`src/rtl/align_pkg.sv`:
```
package align_pkg;
  typedef enum logic [2:0] {
    TR_IDLE,
    TR_LOAD,
    TR_SCAN,
    TR_UP,
    TR_DOWN,
    TR_SWAIT,
    TR_SLIP,
    TR_LOCK
  } tr_state_e;
endpackage

```
`src/rtl/lane_stab_mon.sv`:
```
module lane_stab_mon #(
  parameter int W      = 7,
  parameter int SETTLE = 4,
  parameter int OBS    = 16
) (
  input  logic         clk,
  input  logic         rst_n,
  input  logic         start,
  input  logic         abort,
  input  logic [W-1:0] word,
  output logic         done,
  output logic         stable
);
  localparam int LAST = SETTLE + OBS - 1;
  localparam int CW   = $clog2(LAST + 1);

  logic          busy_q, busy_d;
  logic [CW-1:0] cnt_q, cnt_d;
  logic [W-1:0]  ref_q, ref_d;
  logic          ok_q, ok_d;

  always_comb begin
    busy_d = busy_q;
    cnt_d  = cnt_q;
    ref_d  = ref_q;
    ok_d   = ok_q;
    if (abort) begin
      busy_d = 1'b0;
    end else if (start) begin
      busy_d = 1'b1;
      cnt_d  = '0;
    end else if (busy_q) begin
      if (cnt_q == CW'(SETTLE)) begin
        ref_d = word;
        ok_d  = 1'b1;
      end else if (cnt_q > CW'(SETTLE)) begin
        ok_d = ok_q & (word == ref_q);
      end
      if (cnt_q == CW'(LAST)) busy_d = 1'b0;
      else                    cnt_d  = cnt_q + 1'b1;
    end
  end

  always_ff @(posedge clk or negedge rst_n) begin
    if (!rst_n) begin
      busy_q <= 1'b0;
      cnt_q  <= '0;
      ref_q  <= '0;
      ok_q   <= 1'b0;
    end else begin
      busy_q <= busy_d;
      cnt_q  <= cnt_d;
      ref_q  <= ref_d;
      ok_q   <= ok_d;
    end
  end

  assign done   = busy_q && (cnt_q == CW'(LAST));
  assign stable = ok_q && (word == ref_q);

  // each judgement ends the observation, so done never repeats back to back
  p_done_single_r3: assert property (@(posedge clk) disable iff (!rst_n)
    done |=> !done);
endmodule

```
`src/rtl/delay_tap_track.sv`:
```
module delay_tap_track #(
  parameter int NUM_TAPS = 128,
  parameter int DEF_TAP  = 0
) (
  input  logic                        clk,
  input  logic                        rst_n,
  input  logic                        load,
  input  logic                        move,
  input  logic                        dir,
  output logic [$clog2(NUM_TAPS)-1:0] tap
);
  localparam int TAP_W = $clog2(NUM_TAPS);

  logic [TAP_W-1:0] tap_q, tap_d;

  always_comb begin
    tap_d = tap_q;
    if (load)
      tap_d = TAP_W'(DEF_TAP);
    else if (move && dir && tap_q != TAP_W'(NUM_TAPS - 1))
      tap_d = tap_q + 1'b1;
    else if (move && !dir && tap_q != '0)
      tap_d = tap_q - 1'b1;
  end

  always_ff @(posedge clk or negedge rst_n) begin
    if (!rst_n) tap_q <= TAP_W'(DEF_TAP);
    else        tap_q <= tap_d;
  end

  assign tap = tap_q;

  // the sweep never asks the delay line to run past either end
  p_no_overrun_r2: assert property (@(posedge clk) disable iff (!rst_n)
    move |-> !((dir && tap_q == TAP_W'(NUM_TAPS - 1)) || (!dir && tap_q == '0)));
endmodule

```
`src/rtl/tap_window_rec.sv`:
```
module tap_window_rec #(
  parameter int TAP_W = 7
) (
  input  logic             clk,
  input  logic             rst_n,
  input  logic             clear,
  input  logic             en,
  input  logic             valid,
  input  logic [TAP_W-1:0] tap,
  output logic [TAP_W-1:0] first,
  output logic [TAP_W:0]   len
);
  logic [TAP_W-1:0] first_q, first_d;
  logic [TAP_W:0]   len_q, len_d;

  always_comb begin
    first_d = first_q;
    len_d   = len_q;
    if (clear) begin
      first_d = '0;
      len_d   = '0;
    end else if (en && valid) begin
      if (len_q == '0) first_d = tap;
      len_d = len_q + 1'b1;
    end
  end

  always_ff @(posedge clk or negedge rst_n) begin
    if (!rst_n) begin
      first_q <= '0;
      len_q   <= '0;
    end else begin
      first_q <= first_d;
      len_q   <= len_d;
    end
  end

  assign first = first_q;
  assign len   = len_q;

  // once a window has begun, its first tap is fixed until cleared
  p_first_fixed_r3: assert property (@(posedge clk) disable iff (!rst_n)
    (en && valid && !clear && len_q != '0) |=> $stable(first_q));
endmodule

```
`src/rtl/lvds_align_trainer.sv`:
```
module lvds_align_trainer
  import align_pkg::*;
#(
  parameter int         WORD_W     = 7,
  parameter logic [6:0] TRAIN_WORD = 7'b1100011,
  parameter int         NUM_TAPS   = 128,
  parameter int         DEF_TAP    = 0,
  parameter int         SETTLE_CYC = 4,
  parameter int         OBS_CYC    = 16,
  parameter int         SLIP_WAIT  = 4,
  parameter int         MAX_SLIPS  = 7,
  parameter int         LOSS_CYC   = 8
) (
  input  logic                          clk,
  input  logic                          rst_n,
  input  logic                          sync_ready,
  input  logic [WORD_W-1:0]             rx_word,
  output logic                          delay_load,
  output logic                          delay_move,
  output logic                          delay_dir,
  output logic                          word_slip,
  output logic [$clog2(NUM_TAPS):0]     window_size,
  output logic                          bit_lock,
  output logic                          word_lock,
  output logic                          ready
);
  localparam int TAP_W  = $clog2(NUM_TAPS);
  localparam int LEN_W  = TAP_W + 1;
  localparam int CMAX   = (SLIP_WAIT > LOSS_CYC) ? SLIP_WAIT : LOSS_CYC;
  localparam int CNT_W  = $clog2(CMAX + 1);
  localparam int SL_W   = $clog2(MAX_SLIPS + 1);
  localparam logic [WORD_W-1:0] PATTERN = WORD_W'(TRAIN_WORD);

  tr_state_e         state_q, state_d;
  logic [CNT_W-1:0]  cnt_q, cnt_d;
  logic [SL_W-1:0]   slip_q, slip_d;
  logic              bl_q, bl_d, wl_q, wl_d, rdy_q, rdy_d;
  logic [LEN_W-1:0]  wsz_q, wsz_d;

  logic              ld_c, mv_c, dir_c, slip_c, st_start, rec_clr, rec_en;
  logic              st_done, st_stable;
  logic [TAP_W-1:0]  tap, rec_first;
  logic [LEN_W-1:0]  rec_len, centre;
  logic              in_win, at_top, word_ok;

  lane_stab_mon #(.W(WORD_W), .SETTLE(SETTLE_CYC), .OBS(OBS_CYC)) u_stab (
    .clk(clk), .rst_n(rst_n), .start(st_start), .abort(!sync_ready),
    .word(rx_word), .done(st_done), .stable(st_stable)
  );

  delay_tap_track #(.NUM_TAPS(NUM_TAPS), .DEF_TAP(DEF_TAP)) u_tap (
    .clk(clk), .rst_n(rst_n), .load(ld_c), .move(mv_c), .dir(dir_c), .tap(tap)
  );

  tap_window_rec #(.TAP_W(TAP_W)) u_win (
    .clk(clk), .rst_n(rst_n), .clear(rec_clr), .en(rec_en), .valid(st_stable),
    .tap(tap), .first(rec_first), .len(rec_len)
  );

  assign in_win  = (rec_len != '0);
  assign at_top  = (tap == TAP_W'(NUM_TAPS - 1));
  assign centre  = {1'b0, rec_first} + (rec_len >> 1);
  assign word_ok = (rx_word == PATTERN);

  always_comb begin
    state_d  = state_q;
    cnt_d    = cnt_q;
    slip_d   = slip_q;
    bl_d     = bl_q;
    wl_d     = wl_q;
    rdy_d    = rdy_q;
    wsz_d    = wsz_q;
    ld_c     = 1'b0;
    mv_c     = 1'b0;
    dir_c    = 1'b0;
    slip_c   = 1'b0;
    st_start = 1'b0;
    rec_clr  = 1'b0;
    rec_en   = 1'b0;
    if (!sync_ready) begin
      state_d = TR_IDLE;
      bl_d    = 1'b0;
      wl_d    = 1'b0;
      rdy_d   = 1'b0;
    end else begin
      unique case (state_q)
        TR_IDLE: state_d = TR_LOAD;
        TR_LOAD: begin
          ld_c     = 1'b1;
          rec_clr  = 1'b1;
          st_start = 1'b1;
          state_d  = TR_SCAN;
        end
        TR_SCAN: begin
          if (st_done) begin
            rec_en = 1'b1;
            if ((in_win && !st_stable) || at_top)
              state_d = (in_win || st_stable) ? TR_DOWN : TR_LOAD;
            else
              state_d = TR_UP;
          end
        end
        TR_UP: begin
          mv_c     = 1'b1;
          dir_c    = 1'b1;
          st_start = 1'b1;
          state_d  = TR_SCAN;
        end
        TR_DOWN: begin
          wsz_d = rec_len;
          if ({1'b0, tap} > centre) begin
            mv_c = 1'b1;
          end else begin
            bl_d    = 1'b1;
            cnt_d   = '0;
            slip_d  = '0;
            state_d = TR_SWAIT;
          end
        end
        TR_SWAIT: begin
          if (cnt_q == CNT_W'(SLIP_WAIT - 1)) begin
            cnt_d = '0;
            if (word_ok) begin
              wl_d    = 1'b1;
              rdy_d   = 1'b1;
              state_d = TR_LOCK;
            end else if (slip_q == SL_W'(MAX_SLIPS)) begin
              bl_d    = 1'b0;
              state_d = TR_LOAD;
            end else begin
              state_d = TR_SLIP;
            end
          end else begin
            cnt_d = cnt_q + 1'b1;
          end
        end
        TR_SLIP: begin
          slip_c  = 1'b1;
          slip_d  = slip_q + 1'b1;
          cnt_d   = '0;
          state_d = TR_SWAIT;
        end
        TR_LOCK: begin
          if (!word_ok) begin
            if (cnt_q == CNT_W'(LOSS_CYC - 1)) begin
              cnt_d   = '0;
              bl_d    = 1'b0;
              wl_d    = 1'b0;
              rdy_d   = 1'b0;
              state_d = TR_LOAD;
            end else begin
              cnt_d = cnt_q + 1'b1;
            end
          end else begin
            cnt_d = '0;
          end
        end
        default: state_d = TR_IDLE;
      endcase
    end
  end

  always_ff @(posedge clk or negedge rst_n) begin
    if (!rst_n) begin
      state_q <= TR_IDLE;
      cnt_q   <= '0;
      slip_q  <= '0;
      bl_q    <= 1'b0;
      wl_q    <= 1'b0;
      rdy_q   <= 1'b0;
      wsz_q   <= '0;
    end else begin
      state_q <= state_d;
      cnt_q   <= cnt_d;
      slip_q  <= slip_d;
      bl_q    <= bl_d;
      wl_q    <= wl_d;
      rdy_q   <= rdy_d;
      wsz_q   <= wsz_d;
    end
  end

  assign delay_load  = ld_c;
  assign delay_move  = mv_c;
  assign delay_dir   = dir_c;
  assign word_slip   = slip_c;
  assign window_size = wsz_q;
  assign bit_lock    = bl_q;
  assign word_lock   = wl_q;
  assign ready       = rdy_q;

  // a low sync_ready clears every flag by the next edge
  p_idle_flags_r1: assert property (@(posedge clk) disable iff (!rst_n)
    !sync_ready |=> (!bit_lock && !word_lock && !ready));

  // a second idle cycle issues no commands
  p_idle_quiet_r1: assert property (@(posedge clk) disable iff (!rst_n)
    (!sync_ready && $past(!sync_ready)) |-> (!delay_load && !delay_move && !word_slip));

  // bit lock rises only with the delay sitting on the window centre
  p_centre_hit_r4: assert property (@(posedge clk) disable iff (!rst_n)
    $rose(bit_lock) |-> ({1'b0, tap} == centre));

  // slips happen only during word alignment
  p_slip_phase_r6: assert property (@(posedge clk) disable iff (!rst_n)
    word_slip |-> (bit_lock && !word_lock));

  // a slip request lasts a single cycle
  p_slip_pulse_r6: assert property (@(posedge clk) disable iff (!rst_n)
    word_slip |=> !word_slip);

  // word lock and ready rise together
  p_lock_pair_r6: assert property (@(posedge clk) disable iff (!rst_n)
    $rose(ready) |-> $rose(word_lock));

  // ready implies both locks
  p_ready_locks_r9: assert property (@(posedge clk) disable iff (!rst_n)
    ready |-> (bit_lock && word_lock));
endmodule

```
`config.mk`:
```
export PLATFORM = sky130hd
export DESIGN_NAME = lvds_align_trainer
export DESIGN_NICKNAME = d
export VERILOG_FILES = /design/src/rtl/align_pkg.sv /design/src/rtl/lane_stab_mon.sv /design/src/rtl/delay_tap_track.sv /design/src/rtl/tap_window_rec.sv /design/src/rtl/lvds_align_trainer.sv
export SDC_FILE = /design/constraint.sdc
export NUM_CORES = 1
export LEC_CHECK = 0
export ABC_AREA = 1
export BUFFER_PORTS_ARGS = -buffer_cell sky130_fd_sc_hd__buf_2
export CORE_MARGIN = 2
export CORE_UTILIZATION = 50
export CTS_CLUSTER_DIAMETER = 60
export CTS_CLUSTER_SIZE = 20
export DETAILED_ROUTE_END_ITERATION = 10
export PLACE_DENSITY = 0.76
export SLEW_MARGIN = 20
export SYNTH_ARGS = -nofsm -noshare
export SYNTH_HDL_FRONTEND = slang
export SYNTH_SLANG_ARGS = --single-unit
```
`constraint.sdc`:
```
create_clock -name clk -period 3.4 [get_ports clk]
set_input_delay 0.17 -clock clk [delete_from_list [all_inputs] [get_ports clk]]
set_output_delay 0.17 -clock clk [all_outputs]
set_load 0.01 [all_outputs]
```
; After elaboration in Yosys (flattened, before gate mapping)
; Index checks and enable logic that the tools add are counted.
[word_totals]
in_bits = 10
output_inout_bits = 15
ff_bits = 56
[op_classes]
n_eq_ne = 28
n_reduce_logical = 34
mux = 61
addsub = 7
bitwise_logic = 2
n_lt_le_gt_ge = 2
[ops]
columns = cell, n
row1 = 7-bit two-way mux, 6
row2 = 3-bit two-way mux, 11
row3 = 1-bit two-way mux, 29
row4 = "3-bit != test, second input constant", 8
row5 = 3-bit one-hot mux with 7 select lines, 1
row6 = 4-bit two-way mux, 4
row7 = 8-bit two-way mux, 2
row8 = 4-bit one-hot mux with 4 select lines, 1
row9 = "3-bit == test, second input constant", 5
row10 = 5-bit two-way mux, 3
row11 = "7-bit == test, second input constant", 2
row12 = 5-bit AND reduction, 2
row13 = 2-bit nonzero test, 5
row14 = 3-bit AND reduction, 3
row15 = 7-bit by 7-bit adder with 8-bit output, 1
row16 = "8-bit by 1-bit adder with 8-bit output, second input constant", 1
row17 = 7-bit by 8-bit greater-than comparator with 1-bit output, 1
row18 = 1-bit logical AND, 8
row19 = 8-bit logical NOT, 1
row20 = 4-bit AND reduction, 2
row21 = 8-bit nonzero test, 1
row22 = "7-bit by 1-bit adder with 7-bit output, second input constant", 1
row23 = 7-bit == test, 1
row24 = "7-bit != test, second input constant", 1
row25 = 28 further kinds, 34

; Logic depth before layout (Yosys ltp)
[logic_depth]
depth_word = 10
ltp_mapped = 18
ltp_nobuf = 18

; Modules after synthesis
; Synthesis repeated with hierarchy kept, for this count alone.
[unflattened]
cells_unflattened = 568
hier_area_um2 = 4093.9
[modules_own_cells]
columns = mod, instances, area_each_um2, cells_each
row1 = lvds_align_trainer, 1, 1761.7, 261
row2 = lane_stab_mon, 1, 858.3, 115
row3 = tap_window_rec, 1, 795.8, 94
row4 = delay_tap_track, 1, 678.2, 98

; Worst setup path after synthesis
; Ideal clock, no wire load.
[synth_path]
kind = register to output
from = register u_win.len_q[1], in the netlist u_win.len[1]
to = output delay_move
setup_slack_ns = 0.781
t_arrival_ns = 2.449
stages_incl_launch_ff = 14
cell_sequence = dfrtp_1 -> ha_1 -> fa_1 -> nand3_1 -> nand2_1 -> a21o_1 -> a21oi_1 -> xor2_1 -> ha_1 -> nand3_1 -> nand3_1 -> inv_1 -> nand4_1 -> o21ai_0
[synth_between]
elab_chain_cells = 5
[synth_rtl]
columns = item, line_no
row1 = start: declaration, tap_window_rec.sv:14  ; logic [TAP_W:0] len_q, len_d;
row2 = start signal: assignment, tap_window_rec.sv:34  ; len_q <= len_d;
row3 = 7-bit by 7-bit adder with 8-bit output, lvds_align_trainer.sv:62  ; assign centre = {1'b0, rec_first} + (rec_len >> 1);
row4 = 7-bit by 8-bit greater-than comparator with 1-bit output, lvds_align_trainer.sv:111  ; if ({1'b0, tap} > centre) begin
row5 = 1-bit two-way mux, lvds_align_trainer.sv:111
row6 = 1-bit one-hot mux with 2 select lines, lvds_align_trainer.sv:86  ; unique case (state_q)
row7 = 1-bit two-way mux, lvds_align_trainer.sv:80  ; if (!sync_ready) begin
row8 = end: declaration, lvds_align_trainer.sv:19  ; output logic delay_move,
; No other way between the ends.

; Worst setup path in the final report
; Same ends and word-level chain as after synthesis.

==> flow_summary.html <==
<table>
<tr><th>Metric</th><th>Value</th></tr>
<tr><th colspan="2">Drt</th></tr>
<tr><td>Post-detailed-routing wire length</td><td>between 8 and 9 mm</td></tr>
<tr><td>Number of optimization iterations in the first detailed-route pass</td><td>4</td></tr>
<tr><td>Routed wire length per instance</td><td>12.8 µm</td></tr>
<tr><td>Via total after detailed routing</td><td>between 3000 and 4000</td></tr>
<tr><td>Number of nets still failing antenna checks after routing</td><td>0</td></tr>
<tr><td>DR iter-0 viols</td><td>roughly 180</td></tr>
<tr><td>Residual DRC</td><td>0</td></tr>
<tr><td>Via density</td><td>5.27</td></tr>
<tr><th colspan="2">GRT</th></tr>
<tr><td>Largest net degree at the start of global routing</td><td>35</td></tr>
<tr><td>Remaining global-route overflow</td><td>0</td></tr>
<tr><td>Initial antenna violation count</td><td>0</td></tr>
<tr><td>Via count of the first global-routing pass</td><td>about 3300</td></tr>
<tr><td>Global-route total usage across every layer</td><td>between 20% and 30%</td></tr>
<tr><td>First-pass GRT wire length</td><td>~15 mm</td></tr>
<tr><th colspan="2">CTS</th></tr>
<tr><td>Maximum root-to-sink buffer count</td><td>2</td></tr>
<tr><td>Clk pin slew, worst setup/hold paths</td><td>roughly 110 ps</td></tr>
<tr><td>CTS HTree Levels</td><td>2</td></tr>
<tr><td>Clk Tree Root Cell</td><td>sky130_fd_sc_hd__clkbuf_8</td></tr>
<tr><td>Insertion delay of the later-clocked pin in the worst-skew pair</td><td>approximately 310 ps</td></tr>
<tr><td>Number of buffers inserted during clock tree synthesis</td><td>5</td></tr>
<tr><td>Clock tree from TritonCTS</td><td>done</td></tr>
<tr><td>Clock sink count</td><td>56</td></tr>
<tr><th colspan="2">Layout</th></tr>
<tr><td>Number of fill cells</td><td>between 700 and 800</td></tr>
<tr><td>Number of antenna cells inserted</td><td>0</td></tr>
<tr><td>Fraction of final layout cells sized beyond drive strength 1</td><td>approximately an eighth</td></tr>
<tr><td>Net total in the final layout</td><td>611</td></tr>
<tr><td>Most frequent standard cell in the layout excluding fill and tap cells</td><td>sky130_fd_sc_hd__nand2_1</td></tr>
<tr><td>Commonest cells after routing, fill and taps aside</td><td>159 x sky130_fd_sc_hd__nand2_1, 69 x sky130_fd_sc_hd__inv_1, 55 x sky130_fd_sc_hd__dfrtp_1, 51 x sky130_fd_sc_hd__nor2_1, 41 x sky130_fd_sc_hd__nand3_1</td></tr>
<tr><td>Area Overhead vs Synth</td><td>9.03%</td></tr>
<tr><td>Fin cells</td><td>just under 700</td></tr>
<tr><th colspan="2">STA</th></tr>
<tr><td>Post-route clock period utilization</td><td>92.3%</td></tr>
<tr><td>Unrepaired setup endpoints after global routing</td><td>no</td></tr>
<tr><td>WHS</td><td>roughly 140 ps</td></tr>
<tr><td>Slew at the pin closest to its max-slew limit</td><td>around 800 ps</td></tr>
<tr><td>Final critical delay including setup and external delays</td><td>3140 ps</td></tr>
<tr><td>Slew margin rel.</td><td>around 48%</td></tr>
<tr><td>Max Fclk</td><td>~0.32 GHz</td></tr>
<tr><td>Final hold violation count</td><td>0</td></tr>
<tr><td>Worst Setup Slack, final</td><td>262 ps</td></tr>
<tr><td>Final setup violation count</td><td>0</td></tr>
<tr><td>Worst clock skew</td><td>approximately 13 ps</td></tr>
<tr><td>Total negative slack for setup checks</td><td>0 ps</td></tr>
<tr><td>Number of max-slew violations in the final report</td><td>0</td></tr>
<tr><th colspan="2">Critical path</th></tr>
<tr><td>Type of the setup path with the least slack</td><td>flip-flop to output port</td></tr>
<tr><td>Kind of start point of the critical path</td><td>flip-flop</td></tr>
<tr><td>Critical path capture point type</td><td>output port</td></tr>
<tr><td>Critical path data required time</td><td>3230 ps</td></tr>
<tr><td>Maximum fanout along the worst path</td><td>5</td></tr>
<tr><td>Launch point of the critical path</td><td>u_win.len[1]$_DFFE_PN0P_</td></tr>
<tr><td>Arrival time of data at the critical path endpoint</td><td>between 2000 and 3000 ps</td></tr>
<tr><td>Reg2Reg Launch Point</td><td>u_win.len[1]$_DFFE_PN0P_</td></tr>
<tr><th colspan="2">Floorplanning</th></tr>
<tr><td>Ports placed on the boundary</td><td>25</td></tr>
<tr><td>Core footprint</td><td>~7700 µm²</td></tr>
<tr><td>DIE WIDTH</td><td>slightly above 90 µm</td></tr>
<tr><td>Initial Utilization</td><td>approximately 50%</td></tr>
<tr><td>Row count</td><td>32</td></tr>
<tr><td>Die area</td><td>around 8700 µm²</td></tr>
<tr><td>Y dimension of the die</td><td>93.0 µm</td></tr>
<tr><th colspan="2">Power and ir drop</th></tr>
<tr><td>Clock share of power</td><td>between 10% and 20%</td></tr>
<tr><td>Worst IR drop on VDD</td><td>around 360 µV</td></tr>
<tr><td>Comb pwr share</td><td>slightly below 50%</td></tr>
<tr><td>Sequential Power Share</td><td>between 30% and 40%</td></tr>
<tr><td>P_int</td><td>1.70 mW</td></tr>
<tr><td>Leakage power total</td><td>2.32 nW</td></tr>
<tr><td>Proportion of total power due to net switching</td><td>44.7%</td></tr>
<tr><td>Power Density</td><td>approximately 710 nW/µm²</td></tr>
<tr><td>Switching Power</td><td>~1.4 mW</td></tr>
<tr><td>Power Total</td><td>3.08 mW</td></tr>
<tr><th colspan="2">Synth</th></tr>
<tr><td>Number of flops mapped to enable cells by yosys</td><td>0</td></tr>
<tr><td>Sequential-to-total area share from yosys stat</td><td>35.4%</td></tr>
<tr><td>Post-Syn Area per Cell</td><td>about 7.2 µm²</td></tr>
<tr><td>Syn Inst Count</td><td>around 550</td></tr>
<tr><td>FF+latch count, synth</td><td>56</td></tr>
<tr><td>Post-Synthesis Net Count</td><td>about 600</td></tr>
<tr><td>Cell Area, Synth</td><td>a little under 4000 µm²</td></tr>
<tr><td>Count of different cell masters after synthesis</td><td>39</td></tr>
<tr><td>Fraction of registers with async set or reset after synthesis</td><td>100%</td></tr>
<tr><td>Synth warnings</td><td>0</td></tr>
<tr><td>Most used flip-flop cell after synthesis</td><td>sky130_fd_sc_hd__dfrtp_1</td></tr>
<tr><th colspan="2">Worst hold path</th></tr>
<tr><td>Class of the worst hold path</td><td>input port to flip-flop</td></tr>
<tr><td>Launch instance of the worst min-delay path</td><td>rx_word[2]</td></tr>
<tr><th colspan="2">Place</th></tr>
<tr><td>Weighted congestion at the end of routability-driven global placement</td><td>0.872</td></tr>
<tr><td>IO Port Bufs</td><td>24</td></tr>
<tr><td>HPWL after DPL</td><td>6.46 mm</td></tr>
<tr><td>Setup Slack @ Placement</td><td>435 ps</td></tr>
<tr><td>Number of instances in the placed design</td><td>~670</td></tr>
<tr><th colspan="2">Run</th></tr>
<tr><td>Max Cap Viol</td><td>0</td></tr>
<tr><th colspan="2">Run status</th></tr>
<tr><td>Status</td><td>completed</td></tr>
</table>
[synth_stat cells (2+ instances only)]
cell | n | area share, %
sky130_fd_sc_hd__inv_1 | 69 | 6.5
sky130_fd_sc_hd__o21ai_0 | 31 | 3.9
sky130_fd_sc_hd__dfrtp_1 | 56 | 35
sky130_fd_sc_hd__a21oi_1 | 19 | 2.4
sky130_fd_sc_hd__nor2_4 | 2 | 0.57
sky130_fd_sc_hd__inv_2 | 6 | 0.57
sky130_fd_sc_hd__o21ai_2 | 4 | 0.88
sky130_fd_sc_hd__nand2_4 | 3 | 0.85
sky130_fd_sc_hd__nand3_1 | 41 | 5.2
sky130_fd_sc_hd__o21ai_1 | 6 | 0.76
sky130_fd_sc_hd__nor3_2 | 2 | 0.51
sky130_fd_sc_hd__nor3_1 | 11 | 1.4
sky130_fd_sc_hd__nand2_2 | 6 | 0.95
sky130_fd_sc_hd__a21oi_2 | 2 | 0.44
sky130_fd_sc_hd__xor2_1 | 8 | 1.8
sky130_fd_sc_hd__buf_6 | 2 | 0.57
sky130_fd_sc_hd__xnor2_1 | 5 | 1.1
sky130_fd_sc_hd__clkbuf_1 | 3 | 0.28
sky130_fd_sc_hd__nand3_2 | 2 | 0.51
sky130_fd_sc_hd__ha_1 | 26 | 8.2
sky130_fd_sc_hd__nand4_1 | 9 | 1.4
sky130_fd_sc_hd__nor3b_1 | 2 | 0.38
sky130_fd_sc_hd__buf_4 | 3 | 0.57
sky130_fd_sc_hd__nor2_1 | 52 | 4.9
sky130_fd_sc_hd__a31oi_1 | 2 | 0.32
sky130_fd_sc_hd__fa_1 | 2 | 1.0
sky130_fd_sc_hd__buf_2 | 2 | 0.25
sky130_fd_sc_hd__o21a_1 | 2 | 0.38
sky130_fd_sc_hd__nand2_1 | 159 | 15
[cell families (layout without fill, tap and decap cells)]
| kind of cell | count (synthesis) | in the layout | synth area share [%] |
|---|---|---|---|
| XOR/XNOR | 13 | 13 | 2.87 |
| AO/OA/AOI/OAI | 70 | 70 | 9.98 |
| adder cells (fa/ha/maj) | 28 | 28 | 9.22 |
| AND/OR/NAND/NOR | 294 | 294 | 33.5 |
| buffers and inverters | 85 | 112 | 8.78 |
| multiplexers | 1 | 1 | 0.284 |
| flip-flops | 56 | 56 | 35.4 |
[layer usage]
layer,global-route usage [%],vias to the layer above,share of wire [%]
met5,0,-,0
met4,6.25,0,1.6
met3,3.30,14,3.3
met2,35.8,70,48
met1,27.5,1672,47
li1,-,1809,-
[sequential cells by signal, indices dropped and copies added, names as in the netlist, 3 cells and up]
signal,flops
cnt_q,4
slip_q,3
state_q,3
u_stab.cnt_q,5
u_stab.ref_q,7
u_tap.tap,7
u_win.first,7
u_win.len,8
window_size,8
[per-stage QoR]
| stage | area [µm²] | util (%) |
|---|---|---|
| 4_1_cts | 4300 | 55.9 |
| 3_3_place_gp | 4160 | 54.1 |
| 5_1_grt | 4320 | 56.2 |
| 2_1_floorplan | 3960 | - |
| 3_5_place_dp | 4160 | 54.1 |
| 6_report | 4320 | 56.2 |
[worst max-delay path: stages (launching register included)]
cell and delay (ps):
sky130_fd_sc_hd__dfrtp_1 430, sky130_fd_sc_hd__ha_1 250, sky130_fd_sc_hd__fa_2 370, sky130_fd_sc_hd__nand3_1 80
sky130_fd_sc_hd__nand2_1 90, sky130_fd_sc_hd__a21o_1 170, sky130_fd_sc_hd__a21oi_2 120, sky130_fd_sc_hd__xor2_1 150
sky130_fd_sc_hd__ha_1 250, sky130_fd_sc_hd__nand3_1 90, sky130_fd_sc_hd__nand3_1 60, sky130_fd_sc_hd__inv_1 90
sky130_fd_sc_hd__nand4_1 190, sky130_fd_sc_hd__o21ai_1 160, sky130_fd_sc_hd__buf_2 150
[layout make-up]
cell class	count	area (µm²)	share of cell area (%)
flip-flops and latches	56	1400	32.5
well taps	102	128	2.95
inverters	75	282	6.52
clock inverters	1	30.0	0.695
repair buffers	29	160	3.71
clock buffers	7	96.3	2.23
multi-input cells	406	2220	51.4
[power groups by stage]
stage | registers (mW) | logic (mW) | clock network [mW]
global placement | 1.11 | 1.40 | 0
CTS | 1.11 | 1.47 | 0.484
detailed placement | 1.12 | 1.45 | 0
finish | 1.12 | 1.48 | 0.481
floorplan | 1.06 | 1.15 | 0
global route | 1.15 | 1.70 | 0.510
[worst paths after layout]
check | end | depth (start not counted) | slack [ps]
setup / recovery | delay_move | 14 | 260
hold / removal | u_stab.ref_q[2]$_DFFE_PN0P_ | 2 | 140
setup reg to reg | u_tap.tap[4]$_DFFE_PN0P_ | 17 | 580
hold reg to reg | cnt_q[3]$_DFFE_PN0P_ | 2 | 490
max in group asynchronous | u_tap.tap[3]$_DFFE_PN0P_ | 3 | 2140
min in group asynchronous | u_stab.ref_q[0]$_DFFE_PN0P_ | 2 | 460
[what timing repair did]
action                                 in CTS  in global routing
hold buffers                                1                  0
endpoints found under the hold margin      33                  0
resized for setup                           0                  5
setup buffers                               0                  2
setup endpoints to repair                   0                  1
(Power assumes the default switching activity.)
